[src/rtl/uart_irq_pkg.sv]
package uart_irq_pkg;

    localparam int NUM_SRC = 5;
    localparam int IER_W   = 4;

    // Line status bit positions
    localparam int LSR_DR   = 0;
    localparam int LSR_ERRL = 1;
    localparam int LSR_ERRH = 4;
    localparam int LSR_THRE = 5;

    // Enable register bit positions
    localparam int IE_RXDATA = 0;
    localparam int IE_THRE   = 1;
    localparam int IE_LINE   = 2;
    localparam int IE_MODEM  = 3;

    localparam logic [3:0] CODE_LINE   = 4'h6;
    localparam logic [3:0] CODE_TOUT   = 4'hC;
    localparam logic [3:0] CODE_RXDATA = 4'h4;
    localparam logic [3:0] CODE_THRE   = 4'h2;
    localparam logic [3:0] CODE_MODEM  = 4'h0;
    localparam logic [3:0] CODE_NONE   = 4'h1;

    // Index order is priority order: lower index wins
    typedef enum logic [2:0] {
        SRC_LINE   = 3'd0,
        SRC_TOUT   = 3'd1,
        SRC_RXDATA = 3'd2,
        SRC_THRE   = 3'd3,
        SRC_MODEM  = 3'd4,
        SRC_NONE   = 3'd5
    } irq_src_e;

    typedef enum logic {
        THRE_CLEAR   = 1'b0,
        THRE_PENDING = 1'b1
    } thre_state_e;

    function automatic logic [3:0] src_code(irq_src_e s);
        logic [3:0] c;
        unique case (s)
            SRC_LINE:   c = CODE_LINE;
            SRC_TOUT:   c = CODE_TOUT;
            SRC_RXDATA: c = CODE_RXDATA;
            SRC_THRE:   c = CODE_THRE;
            SRC_MODEM:  c = CODE_MODEM;
            default:    c = CODE_NONE;
        endcase
        return c;
    endfunction

endpackage

[src/rtl/uart_irq_ier_reg.sv]
module uart_irq_ier_reg
    import uart_irq_pkg::*;
(
    input  logic             clk,
    input  logic             rst_n,
    input  logic             wr_en,
    input  logic [7:0]       wr_data,
    output logic [IER_W-1:0] ier_q
);

    logic unused_hi;
    assign unused_hi = ^wr_data[7:IER_W];

    always_ff @(posedge clk or negedge rst_n) begin
        if (!rst_n) begin
            ier_q <= '0;
        end else if (wr_en) begin
            ier_q <= wr_data[IER_W-1:0];
        end
    end

endmodule

[src/rtl/uart_irq_thre_fsm.sv]
module uart_irq_thre_fsm
    import uart_irq_pkg::*;
(
    input  logic clk,
    input  logic rst_n,
    input  logic set_req,
    input  logic clr_req,
    output logic pend
);

    thre_state_e state_q, state_d;

    always_ff @(posedge clk or negedge rst_n) begin
        if (!rst_n) begin
            state_q <= THRE_CLEAR;
        end else begin
            state_q <= state_d;
        end
    end

    // Next state: a new set outranks a clearing read
    always_comb begin
        state_d = state_q;
        unique case (state_q)
            THRE_CLEAR: begin
                if (set_req) begin
                    state_d = THRE_PENDING;
                end
            end
            THRE_PENDING: begin
                if (!set_req && clr_req) begin
                    state_d = THRE_CLEAR;
                end
            end
            default: state_d = THRE_CLEAR;
        endcase
    end

    always_comb begin
        pend = (state_q == THRE_PENDING);
    end

endmodule

[src/rtl/uart_irq_req.sv]
module uart_irq_req
    import uart_irq_pkg::*;
#(
    parameter int CNT_W = 5
) (
    input  logic [IER_W-1:0]   ier,
    input  logic [LSR_ERRH:0]  lsr,
    input  logic               tout_pend,
    input  logic               fifo_en,
    input  logic [CNT_W-1:0]   rx_count,
    input  logic [CNT_W-1:0]   rx_trig,
    input  logic               thre_pend,
    input  logic [3:0]         msr_delta,
    output logic [NUM_SRC-1:0] req
);

    logic any_err;
    logic level_met;

    always_comb begin
        any_err   = |lsr[LSR_ERRH:LSR_ERRL];
        level_met = !fifo_en || (rx_count >= rx_trig);
        req                  = '0;
        req[int'(SRC_LINE)]   = ier[IE_LINE] && any_err;
        req[int'(SRC_TOUT)]   = ier[IE_RXDATA] && tout_pend;
        req[int'(SRC_RXDATA)] = ier[IE_RXDATA] && lsr[LSR_DR] && level_met;
        req[int'(SRC_THRE)]   = ier[IE_THRE] && thre_pend;
        req[int'(SRC_MODEM)]  = ier[IE_MODEM] && (|msr_delta);
    end

endmodule

[src/rtl/uart_irq_prio.sv]
module uart_irq_prio
    import uart_irq_pkg::*;
(
    input  logic [NUM_SRC-1:0] req,
    output irq_src_e           src
);

    logic [NUM_SRC-1:0] grant;

    genvar g;
    generate
        for (g = 0; g < NUM_SRC; g++) begin : g_chain
            if (g == 0) begin : g_top
                assign grant[g] = req[g];
            end else begin : g_rest
                assign grant[g] = req[g] && !(|req[g-1:0]);
            end
        end
    endgenerate

    always_comb begin
        src = SRC_NONE;
        for (int i = 0; i < NUM_SRC; i++) begin
            if (grant[i]) begin
                src = irq_src_e'(3'(i));
            end
        end
    end

endmodule

[src/rtl/uart_irq_arbiter.sv]
module uart_irq_arbiter
    import uart_irq_pkg::*;
#(
    parameter int FIFO_DEPTH = 16,
    localparam int CNT_W = $clog2(FIFO_DEPTH + 1)
) (
    input  logic             clk,
    input  logic             rst_n,
    input  logic             ier_wr_en,
    input  logic [7:0]       ier_wr_data,
    output logic [IER_W-1:0] ier_q,
    input  logic             iir_rd_en,
    output logic [7:0]       iir_rd_data,
    input  logic [5:0]       lsr_in,
    input  logic             rx_timeout_pend,
    input  logic [CNT_W-1:0] rx_count,
    input  logic [CNT_W-1:0] rx_trig,
    input  logic             fifo_en,
    input  logic [3:0]       msr_delta,
    input  logic             thre_event,
    output logic             irq
);

    logic [NUM_SRC-1:0] req;
    irq_src_e           src;
    logic [3:0]         code;
    logic               thre_pend;
    logic               thre_set;
    logic               thre_clr;

    uart_irq_ier_reg u_ier (
        .clk     (clk),
        .rst_n   (rst_n),
        .wr_en   (ier_wr_en),
        .wr_data (ier_wr_data),
        .ier_q   (ier_q)
    );

    uart_irq_req #(.CNT_W(CNT_W)) u_req (
        .ier       (ier_q),
        .lsr       (lsr_in[LSR_ERRH:0]),
        .tout_pend (rx_timeout_pend),
        .fifo_en   (fifo_en),
        .rx_count  (rx_count),
        .rx_trig   (rx_trig),
        .thre_pend (thre_pend),
        .msr_delta (msr_delta),
        .req       (req)
    );

    uart_irq_prio u_prio (
        .req (req),
        .src (src)
    );

    always_comb begin
        thre_set = thre_event || (ier_wr_en && lsr_in[LSR_THRE]);
        thre_clr = iir_rd_en && (src == SRC_THRE);
    end

    uart_irq_thre_fsm u_thre (
        .clk     (clk),
        .rst_n   (rst_n),
        .set_req (thre_set),
        .clr_req (thre_clr),
        .pend    (thre_pend)
    );

    always_comb begin
        code        = src_code(src);
        iir_rd_data = {fifo_en, fifo_en, 2'b00, code};
        irq         = (code != CODE_NONE);
    end

endmodule

[config.mk]
export PLATFORM = sky130hd
export DESIGN_NAME = uart_irq_arbiter
export DESIGN_NICKNAME = d
export VERILOG_FILES = /design/src/rtl/uart_irq_pkg.sv /design/src/rtl/uart_irq_ier_reg.sv /design/src/rtl/uart_irq_thre_fsm.sv /design/src/rtl/uart_irq_req.sv /design/src/rtl/uart_irq_prio.sv /design/src/rtl/uart_irq_arbiter.sv
export SDC_FILE = /design/constraint.sdc
export NUM_CORES = 1
export LEC_CHECK = 0
export ABC_AREA = 1
export BUFFER_PORTS_ARGS = -buffer_cell sky130_fd_sc_hd__buf_2
export CORE_AREA = 8 8 47 49
export CTS_CLUSTER_DIAMETER = 200
export DETAILED_ROUTE_END_ITERATION = 8
export DIE_AREA = 0 0 55 57
export GPL_ROUTABILITY_DRIVEN = 0
export MAX_ROUTING_LAYER = met4
export PLACE_DENSITY_LB_ADDON = 0.1
export SETUP_SLACK_MARGIN = 0.5
export SLEW_MARGIN = 10
export SYNTH_ARGS = -nofsm -noshare
export SYNTH_HDL_FRONTEND = slang
export SYNTH_SLANG_ARGS = --single-unit
[constraint.sdc]
create_clock -name clk -period 1.3 [get_ports clk]
set_clock_uncertainty 0.2 [all_clocks]
set_input_delay 0.065 -clock clk [delete_from_list [all_inputs] [get_ports clk]]
set_output_delay 0.065 -clock clk [all_outputs]
set_load 0.02 [all_outputs]
==> results.txt <==
Top cells by count, synth: sky130_fd_sc_hd__nand2_1 (17), sky130_fd_sc_hd__inv_1 (13), sky130_fd_sc_hd__dfrtp_1 (5), sky130_fd_sc_hd__ha_1 (5)
Detailed-router iteration count before antenna repair: 2
Worst Setup EP: irq
Fillcell total: 174
Share of synthesized registers carrying an async set or reset: 100%
Total number of H-tree levels: 1
Summed instance area of the synthesized netlist: 483 um^2
Count of warnings emitted by yosys: 0
RSZ-0062 raised after global routing: yes
Endpoint of the worst register-to-register path: u_thre.pend$_DFF_PN0_
Startpoint type of the worst setup path: register
Cells after Synth: 66
Average cell area after synthesis: 7.32 um^2
Max-cap violation count: 0
NumNets Final: 158
TritonCTS clock tree: done
Post-detailed-route via-to-cell ratio: 4.17
Detailed-route wire length per cell: 10.1 um
Minimum period implied by the final worst setup slack: 1.57 ns
Largest incremental delay on the critical path: 0.41 ns
Clock network latency to the later pin of the worst-skew pair: 0.24 ns
Top cell type by total area after synthesis: sky130_fd_sc_hd__dfrtp_1
Number of cells on the worst reg-to-reg path: 6
Worst-path maximum fanout: 3
Min-delay worst type: input port to register
Slowest cell on crit path: sky130_fd_sc_hd__dfrtp_2
Launching point of the worst reg2reg path: u_ier.ier_q[0]$_DFFE_PN0P_
Count of final hold-check violations: 10
Vias in the first global route: 513
Largest net degree at the start of global routing: 7
Final cell area excluding filler cells: 852 um^2
Cell at the root of the clock tree: sky130_fd_sc_hd__clkbuf_4
Register-to-register setup slack: -0.03 ns
Hold-fix buffers, CTS: 1
Ratio of total power to cell area: 786 nW/um^2
Std-Cell Core Area: 1580 um^2
Overall die area: 3140 um^2
PnR worst setup slack: -0.270 ns
Number of primary I/O pins: 48
Global routing usage summed across all routing layers: 8.27%
Die width: 55 um
Main flop type after synthesis: sky130_fd_sc_hd__dfrtp_1
Post-Place Setup Slack: -0.271 ns
Total length of routed wires: 1350 um
Worst setup path startpoint: u_ier.ier_q[0]$_DFFE_PN0P_
Maximum number of buffers from clock root to sink: 2
Y dimension of the die: 57 um
Sequential cell area fraction in the yosys report: 25.9%
Count leader, synth: sky130_fd_sc_hd__nand2_1
Clock Pin Slew Worst Setup and Hold Paths: 0.04 ns
Global-route wire length before repair: 1930 um
Cell depth of the worst setup path: 6
Nature of the critical path endpoint: output pin
Total design power: 0.000670 W
Cell-by-cell trace of the critical path: nand2_2 -> a21boi_4 -> nand2_4 -> nor3_4 -> inv_2 -> buf_6
IO Port Bufs: 41
Final-report max-slew violation count: 0
Detailed placer's ending HPWL: 1190 um
Remaining antenna violation count: 0
LEAKAGE: 0.507 nW
Top cell family by delay on the critical path: flip-flops
Tcrit/Tclk final: 121%
Number of sinks on the clock net: 5
Highest Clock Rate: 637 MHz
Initial Util: 30.6%
Share of final-layout standard cells stronger than drive strength 1: 60.7%
Number of antenna violations at the first check in global routing: 0
EDFF count, synth: 0
Buffering stage count on the worst path with inverters included: 2
Area delta synth->final: 76.4%
Crit path arrival time: 1.31 ns
Required time of the critical path: 1.03 ns
Number of remaining DRC errors: 0
Via total after detailed routing: 559
Distinct cells, synth: 18
Final design utilization: 54.0%
Detailed router's first-iteration violation count: 2
Post-detailed-placement cell area: 721 um^2
Top cells by area in the synthesized netlist: sky130_fd_sc_hd__dfrtp_1 (26%), sky130_fd_sc_hd__nand2_1 (13%), sky130_fd_sc_hd__ha_1 (13%)
Final setup vio count: 8
Proportion of netlist area held by the largest area contributor: 25.9%
Number of buffers created by CTS: 3
Tightest hold margin: -0.164 ns
Worst vdd rail ir drop: 478 uV
Number of instances on the worst hold path: 3
Failing checks: negative hold slack, negative setup slack
Number of diodes added for antenna fixing: 0
Status: complete, but fails checks
Row cnt: 15
Flop and latch count out of synthesis: 5
Critical path start-end classification: register to output pin
GRT overflow: 0
power breakdown:
part / switching, W / leakage (nW) / total [W] / internal [W]
Sequential: 0.0000127 / 0.0521 / 0.000185 / 0.000172
Clock: 0.0000589 / 0.0150 / 0.000175 / 0.000116
Combinational: 0.000149 / 0.440 / 0.000310 / 0.000161
Total: 0.000220 / 0.507 / 0.000670 / 0.000450
metal layers:
layer	up-vias	GRT usage, %	routed length [um]
met5	-	-	0
met4	0	4.12	6
met3	2	2.34	140
met2	23	12.8	677
li1	299	-	-
met1	235	9.32	523
flip-flops by register name, indices dropped and copies added (netlist names):
name,count
u_ier.ier_q,4
u_thre.pend,1
tightest hold or removal path, delay by kind of cell:
kind	cells	cell delay, ns
buf+inv	1	0.08
compound gates	1	0.03
simple gates	1	0.06
final cells by class:
type | instances | area [um^2] | area share, %
Multi-Input combinational cell | 44 | 300 | 35.2
Timing Repair Buffer | 50 | 322 | 37.7
Tap cell | 17 | 21.3 | 2.50
Sequential cell | 5 | 130 | 15.3
Clock buffer | 4 | 26.3 | 3.08
Inverter | 14 | 52.6 | 6.17
logic make-up (layout without fill, tap and decap cells):
kind of cell / after synthesis / count (layout) / synth area share, %
fa+ha+maj: 5 / 5 / 13.0
other cells: 1 / 2 / 0.776
flops: 5 / 5 / 25.9
mux: 3 / 3 / 6.99
compound gates: 6 / 6 / 9.06
buf+inv: 18 / 68 / 17.1
simple gates: 28 / 28 / 27.2
metrics by stage:
step / std cells / setup TNS, ns
4_1_cts: 132 / -1.06
6_report: 134 / -1.13
3_3_place_gp: 124 / -0.686
5_1_grt: 134 / -1.63
2_1_floorplan: 67 / -0.439
3_5_place_dp: 124 / -0.837
layout by cell type (no fill, tap or decap), drive strengths merged:
master,n
dfrtp,5
buf,49
a21boi,1
nor3,1
o21ai,2
nand4,1
a21oi,3
inv,14
dlygate4sd3,1
nand2,19
clkbuf,4
nand3,1
mux2,3
nor2,6
conb,2
ha,5
repair_timing:
action / 4_1_cts / 5_1_grt
setup buffers: 3 / 2
cloned: 0 / 0
endpoints found under the setup margin: 14 / 14
hold endpoints to repair: 10 / 10
gates resized for setup: 16 / 2
pin swaps: 3 / 0
worst min-delay path by stage:
| stage | start | endpoint | slack [ns] |
|---|---|---|---|
| global placement | rst_n | u_thre.pend$_DFF_PN0_ | -0.32 |
| floorplan | rst_n | u_ier.ier_q[0]$_DFFE_PN0P_ | -0.43 |
| finish | thre_event | u_thre.pend$_DFF_PN0_ | -0.16 |
| detailed placement | rst_n | u_thre.pend$_DFF_PN0_ | -0.31 |
| CTS | thre_event | u_thre.pend$_DFF_PN0_ | -0.17 |
| global route | ier_wr_data[3] | u_ier.ier_q[3]$_DFFE_PN0P_ | -0.17 |
Power figures use the tool's default switching activity.
